==> config.mk <==
export PLATFORM = sky130hd
export DESIGN_NAME = evt_filter_counter
export DESIGN_NICKNAME = d
export VERILOG_FILES = /design/src/rtl/evt_filter_pkg.sv /design/src/rtl/evt_filter_ctrl.sv /design/src/rtl/evt_count_dp.sv /design/src/rtl/evt_filter_counter.sv
export SDC_FILE = /design/constraint.sdc
export NUM_CORES = 1
export LEC_CHECK = 0
export BUFFER_PORTS_ARGS = -buffer_cell sky130_fd_sc_hd__buf_2
export CAP_MARGIN = 20
export CORE_UTILIZATION = 55
export CTS_BUF_LIST = sky130_fd_sc_hd__clkbuf_2 sky130_fd_sc_hd__clkbuf_4 sky130_fd_sc_hd__clkbuf_8
export CTS_CLUSTER_SIZE = 40
export DETAILED_ROUTE_END_ITERATION = 10
export GPL_ROUTABILITY_DRIVEN = 0
export PLACE_DENSITY = 0.85
export RECOVER_POWER = 25
export SLEW_MARGIN = 20
export SYNTH_ARGS = -nofsm -noshare
export SYNTH_HDL_FRONTEND = slang
export SYNTH_SLANG_ARGS = --single-unit
==> constraint.sdc <==
create_clock -name clk -period 2.4 [get_ports clk]
set_input_delay 0.24 -clock clk [delete_from_list [all_inputs] [get_ports clk]]
set_output_delay 0.24 -clock clk [all_outputs]
set_load 0.05 [all_outputs]
==> src/rtl/evt_filter_pkg.sv <==
package evt_filter_pkg;

  typedef enum logic [1:0] {
    SEL_FALL = 2'b00,
    SEL_RISE = 2'b01,
    SEL_RSVD = 2'b10,
    SEL_BOTH = 2'b11
  } edgeSel_e;

  typedef struct packed {
    logic tick;
    logic riseStb;
    logic fallStb;
  } evtStrobe_t;

endpackage

==> src/rtl/evt_filter_ctrl.sv <==
module evt_filter_ctrl #(
  parameter int SYNC_STAGES = 2,
  parameter int PRESC_LOG2  = 3
) (
  input  logic                      clk,
  input  logic                      rstN,
  input  logic                      evtPin,
  output evt_filter_pkg::evtStrobe_t stb
);
  logic [SYNC_STAGES-1:0] syncReg;
  logic [PRESC_LOG2-1:0]  prescCnt;
  logic                   syncLvl;
  logic                   sampLvl;
  logic                   filtLvl;
  logic                   tick;
  logic                   levelChange;

  assign syncLvl = syncReg[SYNC_STAGES-1];
  assign tick    = &prescCnt;

  // Two successive samples agree on a level that differs from the filtered one.
  assign levelChange = tick && (syncLvl == sampLvl) && (syncLvl != filtLvl);

  always_ff @(posedge clk or negedge rstN) begin
    if (!rstN) begin
      syncReg  <= '0;
      prescCnt <= '0;
      sampLvl  <= 1'b0;
      filtLvl  <= 1'b0;
    end else begin
      syncReg  <= {syncReg[SYNC_STAGES-2:0], evtPin};
      prescCnt <= prescCnt + 1'b1;
      if (tick) sampLvl <= syncLvl;
      if (levelChange) filtLvl <= syncLvl;
    end
  end

  always_comb begin
    stb.tick    = tick;
    stb.riseStb = levelChange && syncLvl;
    stb.fallStb = levelChange && !syncLvl;
  end

  assert_filter_on_tick_R6: assert property (@(posedge clk) disable iff (!rstN)
    (filtLvl != $past(filtLvl)) |-> $past(tick));

  assert_strobe_exclusive_R4: assert property (@(posedge clk) disable iff (!rstN)
    $onehot0({stb.riseStb, stb.fallStb}));

endmodule

==> src/rtl/evt_count_dp.sv <==
module evt_count_dp #(
  parameter int CNT_W = 16
) (
  input  logic                       clk,
  input  logic                       rstN,
  input  logic                       runEn,
  input  evt_filter_pkg::evtStrobe_t stb,
  input  logic                       cmpWrEn,
  input  logic [CNT_W-1:0]           cmpWrData,
  input  logic                       edgeSelWrEn,
  input  logic [1:0]                 edgeSelWrData,
  output logic [CNT_W-1:0]           count,
  output logic                       irq
);
  import evt_filter_pkg::*;

  logic [CNT_W-1:0] cntReg;
  logic [CNT_W-1:0] cmpReg;
  edgeSel_e         selReg;
  logic             irqReg;
  logic             edgeHit;
  logic             cmpLegal;
  logic             atMatch;

  always_comb begin
    unique case (selReg)
      SEL_FALL: edgeHit = stb.fallStb;
      SEL_RISE: edgeHit = stb.riseStb;
      SEL_BOTH: edgeHit = stb.riseStb || stb.fallStb;
      default:  edgeHit = 1'b0;
    endcase
  end

  assign cmpLegal = |cmpReg;
  assign atMatch  = (cntReg == cmpReg);

  always_ff @(posedge clk or negedge rstN) begin
    if (!rstN) begin
      cntReg <= '0;
      cmpReg <= '1;
      selReg <= SEL_RISE;
      irqReg <= 1'b0;
    end else begin
      irqReg <= 1'b0;
      if (!runEn) begin
        cntReg <= '0;
      end else if (edgeHit && cmpLegal) begin
        if (atMatch) begin
          cntReg <= '0;
          irqReg <= 1'b1;
        end else begin
          cntReg <= cntReg + 1'b1;
        end
      end
      if (cmpWrEn)     cmpReg <= cmpWrData;
      if (edgeSelWrEn) selReg <= edgeSel_e'(edgeSelWrData);
    end
  end

  assign count = cntReg;
  assign irq   = irqReg;

  assert_stop_clears_R9: assert property (@(posedge clk) disable iff (!rstN)
    !runEn |=> (count == '0));

  assert_irq_single_R7: assert property (@(posedge clk) disable iff (!rstN)
    irq |=> !irq);

  assert_irq_zero_count_R7: assert property (@(posedge clk) disable iff (!rstN)
    irq |-> (count == '0));

  assert_zero_cmp_hold_R8: assert property (@(posedge clk) disable iff (!rstN)
    (runEn && cmpReg == '0) |=> (count == $past(count)));

  assert_edge_on_tick_R11: assert property (@(posedge clk) disable iff (!rstN)
    (stb.riseStb || stb.fallStb) |-> stb.tick);

endmodule

==> src/rtl/evt_filter_counter.sv <==
module evt_filter_counter #(
  parameter int CNT_W       = 16,
  parameter int SYNC_STAGES = 2,
  parameter int PRESC_LOG2  = 3
) (
  input  logic             clk,
  input  logic             rstN,
  input  logic             runEn,
  input  logic             evtPin,
  input  logic             cmpWrEn,
  input  logic [CNT_W-1:0] cmpWrData,
  input  logic             edgeSelWrEn,
  input  logic [1:0]       edgeSelWrData,
  output logic [CNT_W-1:0] count,
  output logic             irq
);
  evt_filter_pkg::evtStrobe_t stb;

  evt_filter_ctrl #(
    .SYNC_STAGES(SYNC_STAGES),
    .PRESC_LOG2 (PRESC_LOG2)
  ) u_ctrl (
    .clk   (clk),
    .rstN  (rstN),
    .evtPin(evtPin),
    .stb   (stb)
  );

  evt_count_dp #(
    .CNT_W(CNT_W)
  ) u_dp (
    .clk          (clk),
    .rstN         (rstN),
    .runEn        (runEn),
    .stb          (stb),
    .cmpWrEn      (cmpWrEn),
    .cmpWrData    (cmpWrData),
    .edgeSelWrEn  (edgeSelWrEn),
    .edgeSelWrData(edgeSelWrData),
    .count        (count),
    .irq          (irq)
  );

endmodule

# --- Yosys cells after proc, flatten, opt, wreduce, memory -nomap -nowiden ---
# Index checks and enable logic that the tools add are counted.
classes:
  n_addsub: 2
  eq_ne: 6
  mux: 7
  reduce_logical: 10
ops:
  columns: ["cell", "count"]
  rows:
  - ["16-bit 2-to-1 mux", 3]
  - ["16-bit by 1-bit adder with 16-bit output, second input constant", 1]
  - ["16-bit equality test", 1]
  - ["16-bit OR reduction", 1]
  - ["1-bit logical AND", 5]
  - ["3-bit by 1-bit adder with 3-bit output, second input constant", 1]
  - ["1-bit 2-to-1 mux", 3]
  - ["1-bit case mux with 3 select lines", 1]
  - ["3-bit AND reduction", 1]
  - ["2-bit by 1-bit equality test with 1-bit output, second input constant", 1]
  - ["2-bit equality test, second input constant", 1]
  - ["2-bit zero test", 1]
  - ["2-bit by 1-bit inequality test with 1-bit output, second input constant", 1]
  - ["1-bit equality test", 1]
  - ["1-bit zero test", 1]
  - ["1-bit logical OR", 1]
  - ["1-bit inequality test", 1]
word_totals:
  reg_bits: 42
  input_bits: 24
  output_inout_bits: 17
  wordCells: 33

# --- Logic depth before layout (Yosys ltp) ---
# Gate-level depths: netlist of the first run.
depth:
  ltp_word: 9
  ltp_mapped: 9
  ltp_nobuf: 7

# --- Hierarchy ---
# A second synthesis of the first run with hierarchy kept.
hier_totals:
  cells_unflattened: 185
  hier_area_um2: 2124.5
by_module_without_submodules:
  columns: ["mod", "n_inst", "cells_per_inst", "area_each_um2", "seq_area_each_um2"]
  rows:
  - ["evt_count_dp", 1, 166, 1863.0, 897.1]
  - ["evt_filter_ctrl", 1, 19, 261.5, 175.2]

# --- Least setup slack after synthesis of the first run ---
# OpenSTA, ideal clock, no wires.
synth_timing:
  kind: "register to register"
  start: "reg u_dp.cntReg[11] (netlist: u_dp.count[11])"
  end: "reg u_dp.cntReg[2] (netlist: u_dp.count[2])"
  setup_time_ns: 0.150
  t_arrival_ns: 1.862
  required_ns: 2.250
  slack_ns: 0.389
  path_stages_with_launch: 8
  n_path_buf: 2
  synth_period_minus_slack_ns: 2.011
  path_cell_list: "dfrtp_1 -> buf_4 -> xor2_1 -> nor4_2 -> nand4_4 -> buf_6 -> a21oi_1 -> o32ai_2"
synth_via:
  elab_chain_len: 4
synth_rtl:
  columns: ["item", "line", "text"]
  rows:
  - ["from (decl)", "evt_count_dp.sv:17", "logic [CNT_W-1:0] cntReg;"]
  - ["from (signal assigned)", "evt_count_dp.sv:52", "cntReg <= cntReg + 1'b1;"]
  - ["16-bit equality test", "evt_count_dp.sv:35", "assign atMatch = (cntReg == cmpReg);"]
  - ["16-bit 2-to-1 mux", "evt_count_dp.sv:48", "if (atMatch) begin"]
  - ["16-bit 2-to-1 mux", "evt_count_dp.sv:47", "end else if (edgeHit && cmpLegal) begin"]
  - ["16-bit 2-to-1 mux", "evt_count_dp.sv:45", "if (!runEn) begin"]
# No other way between the ends. The select of a mux whose other input is x is not followed.
# A chain may end at the register's enable or synchronous reset.

# --- Final worst setup path of the first run ---
layout_timing:
  start: "reg u_ctrl.prescCnt[0]"
  end: "reg u_dp.cntReg[4] (netlist: u_dp.count[4])"
layout_via:
  elab_chain_len: 8
  elab_cells_between_ends: 9
  classes_between: "eq/ne: 1; mux: 1; reduce/logical: 7"
layout_rtl:
  columns: ["item", "line", "text"]
  rows:
  - ["from (decl)", "evt_filter_ctrl.sv:11", "logic [PRESC_LOG2-1:0] prescCnt;"]
  - ["from (signal assigned)", "evt_filter_ctrl.sv:32", "prescCnt <= prescCnt + 1'b1;"]
  - ["3-bit AND reduction (*)", "evt_filter_ctrl.sv:19", "assign tick = &prescCnt;"]
  - ["via u_ctrl.tick", "evt_filter_ctrl.sv:15", "logic tick;"]
  - ["1-bit logical AND (*) (2 in series)", "evt_filter_ctrl.sv:22", "assign levelChange = tick && (syncLvl == sampLvl) && (syncLvl != filtLvl);"]
  - ["1-bit logical AND, on equally long branches", "evt_filter_ctrl.sv:40, evt_filter_ctrl.sv:41", null]
  - ["1-bit logical OR", "evt_count_dp.sv:29", "SEL_BOTH: edgeHit = stb.riseStb || stb.fallStb;"]
  - ["1-bit case mux with 3 select lines (*)", "evt_count_dp.sv:26", "unique case (selReg)"]
  - ["1-bit logical AND (*)", "evt_count_dp.sv:47", null]
  - ["2-bit by 1-bit inequality test with 1-bit output (no line) (*)", null, null]
# The timed path passes the listed nets; every way through them passes the cells marked *.

==> results of run 1 <==
-- state kept, by name, indices dropped and copies added, names as in the netlist --
signal           count
u_dp.cmpReg         16
u_dp.count          16
u_ctrl.prescCnt      3
u_ctrl.syncReg       2
u_dp.selReg          2
u_ctrl.filtLvl       1
u_ctrl.sampLvl       1
u_dp.irq             1
-- power groups by stage --
stage	logic (mW)	registers [mW]	clock network, mW
finish	0.130	0.802	0.479
global route	0.145	0.807	0.515
CTS	0.133	0.805	0.487
detailed placement	0.132	0.817	0
global placement	0.128	0.815	0
floorplan	0.0907	0.808	0
-- area by class of cell --
cell class | count | area share [%]
repair buffers | 45 | 8.953
clock buffers | 7 | 3.411
clock inverters | 1 | 0.1895
multi-input cells | 136 | 43.49
inverters | 7 | 0.9948
well taps | 50 | 2.369
flip-flops and latches | 42 | 40.60
-- Yosys cell counts (2+ instances only) --
master     instances
o32ai_2            2
xor2_1            17
buf_6              3
a31oi_1            2
nand4_1            4
clkbuf_8           3
mux2_2            18
a41oi_1            6
clkbuf_1           3
inv_1              7
ha_1               3
and4_1             2
and3_1             3
o21ai_0            4
nand3_1            9
o31ai_2            7
nand2_1           18
nor4_2             8
nor2_1             2
dfrtp_1           25
a21oi_1           10
a2bb2oi_1          4
dfstp_2           17
-- worst reg2reg max path: cells and delay by family, from the launching register on --
family	cells	cell delay [ps]
AO/OA/AOI/OAI	2	680
adder cells (fa/ha/maj)	2	340
flip-flops	1	350
AND/OR/NAND/NOR	2	470
buffers and inverters	1	80
-- stage by stage --
stage / hold WS [ps] / instance area [sq um]
2_1_floorplan: -55.59 / 2346
3_3_place_gp: 344.6 / 2547
3_5_place_dp: 343.5 / 2547
4_1_cts: 41.41 / 2643
5_1_grt: 33.28 / 2641
6_report: 46.60 / 2641
-- logic make-up (layout without fill, tap and decap cells) --
| family | count (synthesis) | in the layout | synth area share (%) |
|---|---|---|---|
| buffers and inverters | 18 | 60 | 5.333 |
| AO/OA/AOI/OAI | 43 | 43 | 16.53 |
| adder cells (fa/ha/maj) | 3 | 3 | 1.600 |
| flip-flops | 42 | 42 | 45.71 |
| AND/OR/NAND/NOR | 54 | 54 | 15.41 |
| multiplexers | 19 | 19 | 9.066 |
| XOR/XNOR | 17 | 17 | 6.347 |
-- worst max path at each step --
stage,start,to,cells past startpoint
final,u_ctrl.prescCnt[0],u_dp.count[4],7
after global routing,rstN,u_dp.count[14],1
after CTS,u_dp.count[6],u_dp.count[1],5
after detailed placement,u_dp.count[6],u_dp.count[1],5
after global placement,u_dp.cmpReg[2],u_dp.count[1],5
after floorplan,u_dp.count[11],u_dp.count[2],7
-- metal layers --
metal | vias up | global-route usage (%) | routed length, microns
met4 | 0 | 10.37 | 123
li1 | 820 | - | -
met3 | 9 | 6.419 | 305
met5 | - | 0 | 0
met1 | 851 | 33.98 | 2133
met2 | 59 | 39.13 | 2388
==> flow_summary_export.csv, run 1 <==
group,metric,value,unit
outcome,status,"finished, violations left",
outcome,violations,"capacitance limit, slew limit",
detailed_routing,initialDrtViolationCount,152,
grt,gr-usage-all-layers,25.40,%
grt,grt-ovfl-total,0,
clocking,ctsHoldBuffers,0,
sta,finClkSkew,8.265,ps
synthesis,syn_nets,223,
hold_path,worstHoldStart,"evtPin",
sta,rsz0062_at_grt,"no",
grt,grt_pass1_wl,8404,microns
worst_setup_path,critPathCaptureType,"flip-flop",
clocking,clk_latency,300,ps
sta,fin_crit,2020,ps
worst_setup_path,crit_top_cell,"ha_1",
power_and_ir_drop,finalPower,1.410,mW
worst_setup_path,crit_chain,"ha_1, ha_1, inv_1, a41oi_2, and2_1, nand3_4, o32ai_1",
worst_setup_path,slowest_stage,"dfrtp_1",
power_and_ir_drop,sw_frac_of_total,24.29,%
synthesis,syn_area,2346,sq um
synthesis,synth-seq-cells,42,
placed_design,post-place-ws,412.0,ps
power_and_ir_drop,power.density,534.0,nW/um^2
clocking,clk_pin_slew,80,ps
worst_setup_path,crit_buf_inv,1,
power_and_ir_drop,p_comb_share,9.2,%
placed_design,io_buffers,40,
synthesis,synth-edff-count,0,
clocking,cts_resized,0,
clocking,h-tree-depth,2,
worst_setup_path,crit_family,"compound AO/OA/AOI/OAI gates",
layout,nets,264,
worst_setup_path,reg2reg_from,"u_ctrl.prescCnt[0]",
hold_path,min_path_cells,1,
worst_setup_path,cp_slowest_stage_delay,350,ps
floorplanning,die_h,67.31,microns
worst_setup_path,crit_fanout,12,
clocking,post_cts_buffers,0,
layout,multi_input_area,1149,sq um
grt,grt_antenna_before_repair,0,
detailed_routing,drc,0,
floorplanning,core_area,4058,sq um
sta,tightest_slew,2163,ps
worst_setup_path,cp_data_arrival_time,2220,ps
placed_design,dp.cells,280,
worst_setup_path,r2r_slack,380,ps
layout,regArea,1072,sq um
power_and_ir_drop,p_int,1.068,mW
synthesis,ys.flop_type,"dfrtp_1",
worst_setup_path,rr_worst_depth,7,
flow_run,maxCapViolCount,1,
layout,final_util,65.09,%
detailed_routing,routed-via-count,1739,
sta,clock.fmax,495.1,MHz
hold_path,hold_end,"u_ctrl.syncReg[0]",
power_and_ir_drop,p_leak,1.220,nW
clocking,cts_made_buffers,5,
worst_setup_path,path_class,"flip-flop to flip-flop",
power_and_ir_drop,power.share.clock,33.9,%
detailed_routing,dr.pass1.iters,4,
layout,final_cell_mix,"39 x buf_2, 25 x dfrtp_1, 18 x nand2_1, 18 x mux2_2, 17 x xor2_1",
clocking,cts_tree,"done",
floorplanning,rows,23,
layout,n_fill_cell,331,
hold_path,hp-class,"input pin to flip-flop",
grt,grt_pass1_vias,1677,
synthesis,seq_area_frac_synth,45.71,%
worst_setup_path,r2r_end,"u_dp.count[4]",
sta,relSlewSlack,-44.22,%
sta,fin_crit_sh,84.16,%
layout,finalNonFillerCells,288,
synthesis,yosysWarnings,0,
synthesis,synth.largest_area_cell,"dfrtp_1",
clocking,cts_sinks,42,
layout,layout_commonest_cell,"buf_2",
grt,grt_max_degree,43,
power_and_ir_drop,p_seq_share,56.8,%
sta,slew_viol_final,43,
worst_setup_path,start_kind,"flip-flop",
synthesis,syn_inst,196,
detailed_routing,viasPerCell,6.038,
sta,finalSetupTns,0,ps
worst_setup_path,cp.required,2600,ps
synthesis,avgSynthCellArea,11.97,sq um
detailed_routing,wl_per_cell,17.18,microns
detailed_routing,finalWirelength,4949,microns
sta,hold_viol_final,0,
sta,setup_viol,0,
clocking,ctsLongestPathBuffers,2,
power_and_ir_drop,ir_worst_vdd,375.9,uV
layout,layout-drive-gt1-share,44.12,%
clocking,cts-root-buf,"clkbuf_8",
placed_design,dp_hpwl,3582,microns
synthesis,ys_types,42,
power_and_ir_drop,p_switching,0.3426,mW
floorplanning,die_w,67.31,microns
floorplanning,initial_core_util,57.82,%
synthesis,netlist.area_leader.share,26.67,%
synthesis,async_reset_ff_share,100.0,%
floorplanning,ios,41,
detailed_routing,ant_nets,0,
floorplanning,dieArea,4531,sq um
layout,num_antenna_cells,0,
sta,setup_slack,380.3,ps
synthesis,synth_area_leaders,"dfrtp_1 27%, dfstp_2 19%, mux2_2 8.6%",
layout,areaGrowthSynthToFinish,12.59,%
(Power assumes the default switching activity.)
==> run 2, diff against run 1 <==
ABC_AREA = 1   (was unset)
CORE_UTILIZATION = 52   (was 55)
PLACE_DENSITY = 0.84   (was 0.85)
clock period = 1.8 ns   (was 2.4 ns; I/O delays follow)
==> flow_summary_export.csv, run 2 <==
group,metric,value,unit
worst_setup_path,slowest_stage,"dfrtp_1",
floorplanning,rows,24,
grt,grt_pass1_wl,8832,microns
synthesis,yosysWarnings,0,
layout,nets,397,
worst_setup_path,path_class,"flip-flop to flip-flop",
worst_setup_path,critPathCaptureType,"flip-flop",
synthesis,avgSynthCellArea,7.507,sq um
sta,fin_crit_sh,93.08,%
grt,grt-ovfl-total,0,
worst_setup_path,cp_slowest_stage_delay,360,ps
detailed_routing,wl_per_cell,11.85,microns
clocking,cts_sinks,42,
worst_setup_path,start_kind,"flip-flop",
detailed_routing,dr.pass1.iters,4,
grt,grt_max_degree,33,
synthesis,ys_types,25,
worst_setup_path,crit_fanout,15,
floorplanning,die_h,70.29,microns
worst_setup_path,reg2reg_from,"u_ctrl.prescCnt[0]",
synthesis,synth-edff-count,0,
layout,fin_area,2825,sq um
detailed_routing,viasPerCell,4.981,
clocking,cts_tree,"done",
synthesis,synth-seq-cells,42,
layout,areaGrowthSynthToFinish,16.51,%
synthesis,synth.largest_area_cell,"dfrtp_1",
grt,grt_pass1_vias,2000,
grt,grt_antenna_before_repair,0,
worst_setup_path,crit_chain,"ha_1, ha_1, nand2_1, o21ai_2, nand2_1, nor2_4, nor2_4, buf_12, nand2_1, nand2_1",
placed_design,dp_hpwl,3749,microns
sta,fin_crit,1675,ps
floorplanning,core_area,4414,sq um
detailed_routing,initialDrtViolationCount,149,
layout,n_fill_cell,392,
synthesis,ys.flop_type,"dfrtp_1",
layout,layout-drive-gt1-share,25.61,%
clocking,cts_made_buffers,5,
floorplanning,ios,41,
worst_setup_path,cp_data_arrival_time,1860,ps
synthesis,syn_inst,323,
synthesis,synth_common_cells,"128 x nand2_1, 34 x inv_1, 26 x nor2_1, 25 x dfrtp_1, 18 x o21ai_0",
floorplanning,initial_core_util,54.93,%
synthesis,netlist.area_leader.share,25.80,%
clocking,ctsLongestPathBuffers,2,
floorplanning,die_w,70.29,microns
outcome,status,"complete, no violations",
synthesis,async_reset_ff_share,100.0,%
flow_run,maxCapViolCount,0,
sta,setup_viol,0,
synthesis,syn_nets,350,
synthesis,synth_most_common_cell,"nand2_1",
detailed_routing,finalWirelength,5011,microns
worst_setup_path,startpoint,"u_ctrl.prescCnt[0]",
clocking,clk_latency,300,ps
power_and_ir_drop,ir_worst_vdd,480.2,uV
power_and_ir_drop,p_leak,1.497,nW
sta,hold_viol_final,0,
synthesis,seq_area_frac_synth,44.22,%
detailed_routing,routed-via-count,2107,
detailed_routing,drc,0,
sta,relSlewSlack,59.22,%
sta,clock.fmax,596.9,MHz
hold_path,worstHoldStart,"cmpWrData[5]",
layout,layout_commonest_cell,"nand2_1",
synthesis,syn_area,2425,sq um
floorplanning,dieArea,4940,sq um
placed_design,place_area,2668,sq um
clocking,clk_pin_slew,80,ps
worst_setup_path,cp.required,1990,ps
synthesis,synth_area_leaders,"dfrtp_1 26%, nand2_1 20%, dfstp_2 18%",
hold_path,hp-class,"input pin to flip-flop",
layout,num_antenna_cells,0,
layout,final_cell_mix,"128 x nand2_1, 39 x buf_2, 34 x inv_1",
clocking,cts-root-buf,"clkbuf_8",
grt,gr-usage-all-layers,22.82,%
sta,finClkSkew,8.426,ps
detailed_routing,ant_nets,0,
clocking,h-tree-depth,2,
sta,slew_viol_final,0,
worst_setup_path,crit_family,"simple AND/OR/NAND/NOR gates",
placed_design,io_buffers,40,
power_and_ir_drop,power.density,697.9,nW/um^2
worst_setup_path,crit_top_cell,"nand2_1",
worst_setup_path,crit_buf_inv,1,
layout,final_util,64.00,%
sta,tightest_slew,611.6,ps
run 2: path summary, 6_finish.rpt:
path                                     endpoint  slack [ps]  cells after the start
worst min register to register  u_ctrl.syncReg[1]         350                      0
min in group asynchronous           u_dp.count[0]         430                      2
max in group asynchronous          u_dp.selReg[0]         650                      3
worst max-delay path               u_dp.count[12]         120                     10
worst max register to register     u_dp.count[12]         120                     10
worst min-delay path               u_dp.cmpReg[5]          90                      3
run 2: routing by layer:
metal  global-route usage (%)  up-vias  wire, microns
met5                        0        -              0
met2                    37.14       64           2362
met4                    8.667        0            108
li1                         -     1081              -
met3                    4.618        9            262
met1                    29.88      953           2277
run 2: cell families after synthesis:
family                     synth area share [%]
and+or+nand+nor                           36.95
muxes                                    0.9287
AOI/OAI and AO/OA                         4.437
adders and majority gates                 1.548
DFF                                       44.22
xor gates and xnor gates                  3.251
buffers and inverters                     8.669
run 2: where the power goes:
group	internal, mW	switching [mW]	total [mW]	leakage, nW
registers	1.01	0.0293	1.04	0.510
logic	0.0802	0.124	0.204	0.929
clock network	0.408	0.320	0.728	0.0579
total	1.50	0.473	1.97	1.50
run 2: metrics by stage:
| stage | TNS, ps | power (mW) | std cells | setup slack (ps) | hold WS [ps] |
|---|---|---|---|---|---|
| finish | 0 | 1.972 | 423 | 124.6 | 88.21 |
| global route | -366.9 | 2.079 | 423 | -45.16 | 93.10 |
| CTS | 0 | 1.993 | 422 | 45.47 | 82.60 |
| detailed placement | 0 | 1.258 | 412 | 90.66 | 61.16 |
| global placement | 0 | 1.247 | 412 | 167.7 | 60.06 |
| floorplan | 0 | 1.181 | 323 | 44.83 | -115.6 |
run 2: cell type report:
class                           count  area (sq um)  area share [%]
Timing Repair Buffer               47         272.8           9.655
Sequential cell                    42          1072           37.95
Multi-Input combinational cell    232          1149           40.66
Clock inverter                      3         40.04           1.417
Inverter                           42         157.7           5.580
Tap cell                           52         65.06           2.303
Clock buffer                        5         68.82           2.436
run 2: worst reg2reg max path, delay by kind of cell, from the launching register on:
kind                       cells  cell delay [ps]
AOI/OAI and AO/OA              1              180
buffers and inverters          1              150
and+or+nand+nor                6              560
adders and majority gates      2              330
DFF                            1              360
run 2: what timing repair did:
item	in CTS	in global routing
hold endpoints to repair	10	0
endpoints found under the setup margin	0	16
setup buffers	0	1
hold buffers	2	0
gates resized for setup	0	3
